[src/rtl/ber_tx_pkg.sv]
package ber_tx_pkg;

  typedef enum logic [1:0] {
    PH_IDLE = 2'd0,
    PH_SYNC = 2'd1,
    PH_PAY  = 2'd2
  } phase_t;

  localparam int unsigned SYNC_SLOTS = 9;  // 8 data bits plus stop bit
  localparam logic [15:0] LFSR_SEED  = 16'hACE1;

endpackage

[src/rtl/ber_baud_gen.sv]
module ber_baud_gen #(
  parameter int unsigned DIV_W = 16
) (
  input  logic             clk,
  input  logic             rst_n,
  input  logic             run,
  input  logic [DIV_W-1:0] div,
  output logic             tick,
  output logic             ser_clk
);

  logic [DIV_W-1:0] cnt_q, cnt_d;
  logic             sclk_q, sclk_d;
  logic             half;

  assign tick = run && (cnt_q == div);
  assign half = run && (cnt_q == (div >> 1));

  always_comb begin
    if (!run || tick) cnt_d = '0;
    else              cnt_d = cnt_q + DIV_W'(1);
  end

  always_comb begin
    if (!run)      sclk_d = 1'b1;
    else if (tick) sclk_d = 1'b0;
    else if (half) sclk_d = 1'b1;
    else           sclk_d = sclk_q;
  end

  always_ff @(posedge clk or negedge rst_n) begin
    if (!rst_n) begin
      cnt_q  <= '0;
      sclk_q <= 1'b1;
    end else begin
      cnt_q  <= cnt_d;
      sclk_q <= sclk_d;
    end
  end

  assign ser_clk = sclk_q;

  assert_cnt_in_range_R5: assert property (@(posedge clk) disable iff (!rst_n)
    run |-> (cnt_q <= div));

  assert_clk_low_after_tick_R5: assert property (@(posedge clk) disable iff (!rst_n)
    (tick && div != '0) |=> !ser_clk);

endmodule

[src/rtl/ber_pat_mem.sv]
module ber_pat_mem #(
  parameter int unsigned AW = 8
) (
  input  logic          clk,
  input  logic          we,
  input  logic [AW-1:0] waddr,
  input  logic [7:0]    wdata,
  input  logic [AW-1:0] raddr,
  output logic [7:0]    rdata
);

  localparam int unsigned DEPTH = 1 << AW;

  logic [7:0] mem_q [DEPTH];

  always_ff @(posedge clk) begin
    if (we) mem_q[waddr] <= wdata;
  end

  assign rdata = mem_q[raddr];

endmodule

[src/rtl/ber_err_inject.sv]
module ber_err_inject #(
  parameter int unsigned PBW = 11
) (
  input  logic           clk,
  input  logic           rst_n,
  input  logic           req,
  input  logic           enter_pay,
  input  logic [PBW:0]   pay_bits,
  output logic           armed,
  output logic [PBW-1:0] pos,
  output logic           pos_vld
);

  import ber_tx_pkg::*;

  logic [15:0]    lfsr_q, lfsr_d;
  logic           pend_q, pend_d;
  logic           armed_q, armed_d;
  logic [PBW-1:0] pos_q, pos_d;
  logic           vld_q, vld_d;
  logic [15:0]    bits16;
  logic           want;

  assign bits16 = 16'(pay_bits);
  assign want   = pend_q | req;

  always_comb begin
    lfsr_d = {lfsr_q[14:0], lfsr_q[15] ^ lfsr_q[13] ^ lfsr_q[12] ^ lfsr_q[10]};
  end

  always_comb begin
    pend_d  = want;
    armed_d = armed_q;
    pos_d   = pos_q;
    vld_d   = 1'b0;
    if (enter_pay) begin
      pend_d  = 1'b0;
      armed_d = want;
      vld_d   = want;
      if (want) pos_d = PBW'(lfsr_q % bits16);
    end
  end

  always_ff @(posedge clk or negedge rst_n) begin
    if (!rst_n) begin
      lfsr_q  <= LFSR_SEED;
      pend_q  <= 1'b0;
      armed_q <= 1'b0;
      pos_q   <= '0;
      vld_q   <= 1'b0;
    end else begin
      lfsr_q  <= lfsr_d;
      pend_q  <= pend_d;
      armed_q <= armed_d;
      pos_q   <= pos_d;
      vld_q   <= vld_d;
    end
  end

  assign armed   = armed_q;
  assign pos     = pos_q;
  assign pos_vld = vld_q;

  assert_pos_in_payload_R7: assert property (@(posedge clk) disable iff (!rst_n)
    pos_vld |-> ({1'b0, pos} < pay_bits));

  assert_single_strobe_R7: assert property (@(posedge clk) disable iff (!rst_n)
    pos_vld |=> !pos_vld);

  assert_request_consumed_R8: assert property (@(posedge clk) disable iff (!rst_n)
    pos_vld |-> !pend_q);

endmodule

[src/rtl/ber_pattern_tx.sv]
module ber_pattern_tx #(
  parameter int unsigned AW     = 8,
  parameter int unsigned DIV_W  = 16,
  parameter int unsigned SLEN_W = 8
) (
  input  logic              clk,
  input  logic              rst_n,
  input  logic [DIV_W-1:0]  cfg_div,
  input  logic [SLEN_W-1:0] cfg_sync_len,
  input  logic [7:0]        cfg_sync_byte,
  input  logic [AW-1:0]     cfg_pay_last,
  input  logic              mem_we,
  input  logic [AW-1:0]     mem_addr,
  input  logic [7:0]        mem_wdata,
  input  logic              start,
  input  logic              stop,
  input  logic              err_req,
  output logic              ser_data,
  output logic              ser_clk,
  output logic              busy,
  output logic              err_pos_vld,
  output logic [AW+2:0]     err_pos
);

  import ber_tx_pkg::*;

  localparam int unsigned PBW = AW + 3;
  localparam int unsigned CW  = (AW > SLEN_W) ? AW : SLEN_W;

  phase_t          phase_q, phase_d;
  logic [CW-1:0]   byte_q, byte_d;
  logic [3:0]      bit_q, bit_d;
  logic            data_q, data_d;
  logic            enter_pay;
  logic            tick;
  logic [7:0]      rd_byte;
  logic            armed;
  logic [PBW:0]    pay_bits;
  logic [PBW-1:0]  flat_idx;
  logic            sync_bit, pay_bit;
  logic            last_sync, last_pay;

  ber_baud_gen #(.DIV_W(DIV_W)) u_baud (
    .clk     (clk),
    .rst_n   (rst_n),
    .run     (phase_q != PH_IDLE),
    .div     (cfg_div),
    .tick    (tick),
    .ser_clk (ser_clk)
  );

  ber_pat_mem #(.AW(AW)) u_mem (
    .clk   (clk),
    .we    (mem_we),
    .waddr (mem_addr),
    .wdata (mem_wdata),
    .raddr (byte_q[AW-1:0]),
    .rdata (rd_byte)
  );

  assign pay_bits = {({1'b0, cfg_pay_last} + (AW+1)'(1)), 3'b000};

  ber_err_inject #(.PBW(PBW)) u_err (
    .clk       (clk),
    .rst_n     (rst_n),
    .req       (err_req),
    .enter_pay (enter_pay),
    .pay_bits  (pay_bits),
    .armed     (armed),
    .pos       (err_pos),
    .pos_vld   (err_pos_vld)
  );

  assign flat_idx  = {byte_q[AW-1:0], bit_q[2:0]};
  assign sync_bit  = (bit_q == 4'd8) ? 1'b1 : cfg_sync_byte[3'd7 - bit_q[2:0]];
  assign pay_bit   = rd_byte[3'd7 - bit_q[2:0]] ^ (armed && (flat_idx == err_pos));
  assign last_sync = (byte_q == CW'(cfg_sync_len) - CW'(1));
  assign last_pay  = (byte_q[AW-1:0] == cfg_pay_last);

  always_comb begin
    phase_d   = phase_q;
    byte_d    = byte_q;
    bit_d     = bit_q;
    data_d    = data_q;
    enter_pay = 1'b0;
    if (phase_q == PH_IDLE) begin
      data_d = 1'b1;
      if (start) begin
        byte_d = '0;
        bit_d  = '0;
        if (cfg_sync_len != '0) begin
          phase_d = PH_SYNC;
        end else begin
          phase_d   = PH_PAY;
          enter_pay = 1'b1;
        end
      end
    end else if (stop) begin
      phase_d = PH_IDLE;
      data_d  = 1'b1;
    end else if (tick) begin
      if (phase_q == PH_SYNC) begin
        data_d = sync_bit;
        if (bit_q == 4'(SYNC_SLOTS - 1)) begin
          bit_d = '0;
          if (last_sync) begin
            byte_d    = '0;
            phase_d   = PH_PAY;
            enter_pay = 1'b1;
          end else begin
            byte_d = byte_q + CW'(1);
          end
        end else begin
          bit_d = bit_q + 4'd1;
        end
      end else begin
        data_d = pay_bit;
        if (bit_q == 4'd7) begin
          bit_d = '0;
          if (last_pay) begin
            byte_d = '0;
            if (cfg_sync_len == '0) enter_pay = 1'b1;
            else                    phase_d   = PH_SYNC;
          end else begin
            byte_d = byte_q + CW'(1);
          end
        end else begin
          bit_d = bit_q + 4'd1;
        end
      end
    end
  end

  always_ff @(posedge clk or negedge rst_n) begin
    if (!rst_n) begin
      phase_q <= PH_IDLE;
      byte_q  <= '0;
      bit_q   <= '0;
      data_q  <= 1'b1;
    end else begin
      phase_q <= phase_d;
      byte_q  <= byte_d;
      bit_q   <= bit_d;
      data_q  <= data_d;
    end
  end

  assign ser_data = data_q;
  assign busy     = (phase_q != PH_IDLE);

  assert_idle_line_R9: assert property (@(posedge clk) disable iff (!rst_n)
    (phase_q == PH_IDLE && $past(phase_q) == PH_IDLE) |-> (ser_data && ser_clk));

  assert_sync_count_R2: assert property (@(posedge clk) disable iff (!rst_n)
    (phase_q == PH_SYNC) |-> (byte_q < CW'(cfg_sync_len)));

  assert_stop_bit_R2: assert property (@(posedge clk) disable iff (!rst_n)
    (tick && !stop && phase_q == PH_SYNC && bit_q == 4'd8) |=> ser_data);

  assert_pay_bit_slot_R3: assert property (@(posedge clk) disable iff (!rst_n)
    (phase_q == PH_PAY) |-> (bit_q < 4'd8));

  assert_start_leaves_idle_R4: assert property (@(posedge clk) disable iff (!rst_n)
    (phase_q == PH_IDLE && start) |=> busy);

endmodule

[config.mk]
export PLATFORM = sky130hd
export DESIGN_NAME = ber_pattern_tx
export DESIGN_NICKNAME = d
export VERILOG_FILES = /design/src/rtl/ber_tx_pkg.sv /design/src/rtl/ber_baud_gen.sv /design/src/rtl/ber_pat_mem.sv /design/src/rtl/ber_err_inject.sv /design/src/rtl/ber_pattern_tx.sv
export SDC_FILE = /design/constraint.sdc
export NUM_CORES = 2
export LEC_CHECK = 0
export ABC_AREA = 1
export ABC_CLOCK_PERIOD_IN_PS = 29200
export BUFFER_PORTS_ARGS = -buffer_cell sky130_fd_sc_hd__buf_2
export CAP_MARGIN = 20
export CORE_ASPECT_RATIO = 1.4
export CORE_MARGIN = 5
export CORE_UTILIZATION = 25
export DETAILED_ROUTE_END_ITERATION = 10
export PLACE_DENSITY = 0.4
export SLEW_MARGIN = 20
export SYNTH_ARGS = -nofsm -noshare
export SYNTH_HDL_FRONTEND = slang
export SYNTH_HIERARCHICAL = 1
export SYNTH_SLANG_ARGS = --single-unit
[constraint.sdc]
create_clock -name clk -period 29.2 [get_ports clk]
set_input_delay 2.92 -clock clk [delete_from_list [all_inputs] [get_ports clk]]
set_output_delay 2.92 -clock clk [all_outputs]
set_load 0.02 [all_outputs]
==> impl_metrics.json <==
{
  "synth_edf_count": 2048,
  "crit_start": "cfg_pay_last[0]",
  "cts.sinks": 2110,
  "grt_max_degree": 170,
  "dr_total_vias": 64900,
  "p_per_area_nw_per_um2": 79.8,
  "cp.arrival_ns": 27.89,
  "tritoncts": "built",
  "dieArea_um2": 390000,
  "async_flop_share_pct": 2.94,
  "synth_top_area_cell": "edfxtp_1",
  "p_int_mw": 5.66,
  "grtUsageTotal_pct": 15.2,
  "dp_worst_setup_slack_ns": -0.146,
  "p_sw_share_pct": 34.5,
  "htreeDepth": 4,
  "start_util_pct": 25.1,
  "endpoint_kind": "flip-flop",
  "crit_top_cell": "nand2_1",
  "slew_headroom_pct": 22.0,
  "numCtsBuffers": 229,
  "cap_violations": 0,
  "worstSetupPathType": "in -> reg",
  "gp_congestion": 0.809,
  "vias_per_cell": 4.63,
  "drt-wirelength-per-cell_um": 21.9,
  "std_cell_rows": 266,
  "drt_iter0_drc": 4519,
  "boundaryPins": 77,
  "die_w_um": 529,
  "wirelength_um": 306000,
  "drc": 0,
  "synth-main-ff-cell": "edfxtp_1",
  "grt_pass1_wl_um": 448000,
  "fin_crit_sh_pct": 93.0,
  "finalCriticalPeriod_ns": 27.15,
  "area_growth_pct": 14.8,
  "yosysTopAreaCellShare_pct": 65.2,
  "pwr-share-comb_pct": 28.6,
  "worstMarginPinSlew_ns": 1.16,
  "p_seq_share_pct": 39.0,
  "fin_skew_ns": 0.0699,
  "clockRootBuffer": "clkbuf_16",
  "fmax_mhz": 36.8,
  "status": "finished, final reports clean",
  "ys_top_cells_by_area": "edfxtp_1, nand3_1, nand2_1",
  "timing.critical_path.slowest_stage_cell": "ha_1",
  "layout-drive-gt1-share_pct": 10.3,
  "antenna_found_initial": 8,
  "grt_overflow_total": 0,
  "critPathMaxFanout": 20,
  "cts_max_path_buffers": 4,
  "yosysMostFrequentCell": "nand2_1",
  "yosys_register_bits": 2110,
  "layout_setup_ws_ns": 2.05,
  "drt-pass1-iter-count": 5,
  "p_clk_share_pct": 32.3,
  "synth_cell_type_count": 59,
  "fp.coreArea_um2": 375000,
  "slowest_delay_ns": 0.34,
  "grt_pass1_vias": 64500,
  "netlist_area_um2": 94300,
  "whs_ns": 0.392,
  "fp.dieH_um": 737,
  "report.final.slew_viol_count": 0,
  "netlist_top_cells_count": "nand2_1, nand3_1, edfxtp_1",
  "finalSetupViolCount": 0,
  "clk_pin_slew_ns": 0.06,
  "antenna_left": 0,
  "clk_latency_ns": 0.91,
  "fin_nets": 9067,
  "yosysWarningCount": 6,
  "tns_ns": 0,
  "required_ns": 29.94,
  "vdd_ir_drop_max_uv": 46.8,
  "hold_violations": 0,
  "leakage_nw": 39.1,
  "portBuffers": 76,
  "seq_area_frac_synth_pct": 66.9,
  "fill_cells": 38900,
  "syn_inst": 8817,
  "cp-start-kind": "primary input",
  "hp-class": "reg -> reg",
  "syn_area_per_cell_um2": 10.7,
  "switchingPower_mw": 2.98,
  "r2r-start": "u_err/lfsr_q[15]",
  "hold_start": "u_err/lfsr_q[5]",
  "dp_hpwl_um": 182000
}
## sequential cells by signal, indices dropped and copies added (netlist names)
signal and flops:
u_mem/mem_q 2048, u_err/pos 11, u_err/pend_q 1, u_err/pos_vld 1, u_baud/cnt_q 16, u_err/armed 1
bit_q 4, phase_q 2, byte_q 8, u_err/lfsr_q 16, u_baud/ser_clk 1, ser_data 1
## cell usage in the layout, fill, tap and decap left out, types with 8 or more instances in the layout
cell / instances
buf_8: 9
nor3_1: 12
xnor2_1: 43
buf_6: 9
nand2_2: 82
clkbuf_1: 52
nand2_4: 12
a21oi_2: 11
or2_2: 32
clkinv_2: 39
inv_1: 277
nand3_2: 15
dfrtp_1: 46
o21ai_0: 30
nor2_2: 12
clkinv_1: 58
o21ai_2: 23
xor2_1: 65
buf_12: 9
nand2_1: 2632
a21oi_1: 32
nor2_1: 433
buf_2: 66
inv_2: 24
nand4_1: 11
dfstp_2: 10
clkbuf_16: 231
o21ai_1: 45
ha_1: 117
ha_4: 16
nor2_4: 8
nand3_1: 2167
edfxtp_1: 2048
bufinv_16: 16
buf_4: 246
## timing repair
| item | in CTS | in global routing |
|---|---|---|
| setup buffers | 0 | 27 |
| endpoints found under the setup margin | 0 | 11 |
| resized for setup | 0 | 169 |
| hold buffers | 0 | 0 |
## through the flow
step	utilization, %	instance area (um2)	cells	total power, mW
after global routing	28.8	108000	14000	9.13
after global placement	26.7	100000	13600	5.88
after floorplan	-	94300	8823	5.06
final	28.8	108000	14000	8.64
after CTS	28.6	107000	14000	8.71
after detailed placement	26.7	100000	13600	5.88
## routing by layer
metal	track usage (%)	vias up	share of wire (%)
li1	-	30700	-
met1	18.9	32500	42
met2	27.9	1297	52
met3	1.75	400	3.9
met4	3.99	4	2.7
met5	0	-	0.0088
## power by group through the flow
stage / clock, mW / sequential [mW] / combinational [mW]
finish: 2.79 / 3.37 / 2.47
floorplan: 0 / 3.41 / 1.64
detailed placement: 0 / 3.44 / 2.44
global route: 3.01 / 3.37 / 2.75
global placement: 0 / 3.44 / 2.44
CTS: 2.89 / 3.37 / 2.45
## cell families after synthesis
| family | share of synthesized area (%) |
|---|---|
| other | 0.00398 |
| XOR/XNOR | 1.03 |
| flip-flops | 66.9 |
| AND/OR/NAND/NOR | 25.1 |
| adder cells (fa/ha/maj) | 1.80 |
| buffers and inverters | 4.09 |
| AO/OA/AOI/OAI | 1.13 |
## final timing paths
path	endpoint	slack (ns)	cells past startpoint
min in group asynchronous	u_err/pos[3]	2.15	1
setup reg to reg	u_err/pos[8]	4.09	242
max in group asynchronous	byte_q[3]	26.38	1
setup / recovery	u_err/pos[8]	2.05	247
hold / removal	u_err/lfsr_q[6]	0.39	0
hold reg to reg	u_err/lfsr_q[6]	0.39	0
## layout make-up
cell class | count | area (um2) | share of cell area (%)
diodes | 5 | 12.5 | 0.0116
clock buffers | 283 | 5980 | 5.52
clock inverters | 127 | 1060 | 0.983
inverters | 309 | 1200 | 1.11
multi-input cells | 5880 | 28100 | 26.0
flip-flops and latches | 2110 | 63100 | 58.3
well taps | 4958 | 6200 | 5.73
repair buffers | 340 | 2600 | 2.40
## critical path: cells and delay by family
| kind | cells | cell delay (ns) |
|---|---|---|
| fa+ha+maj | 15 | 4.19 |
| simple gates | 153 | 11.48 |
| xor+xnor | 1 | 0.06 |
| compound gates | 52 | 6.81 |
| buf+inv | 26 | 2.34 |
Power figures use the tool's default switching activity.
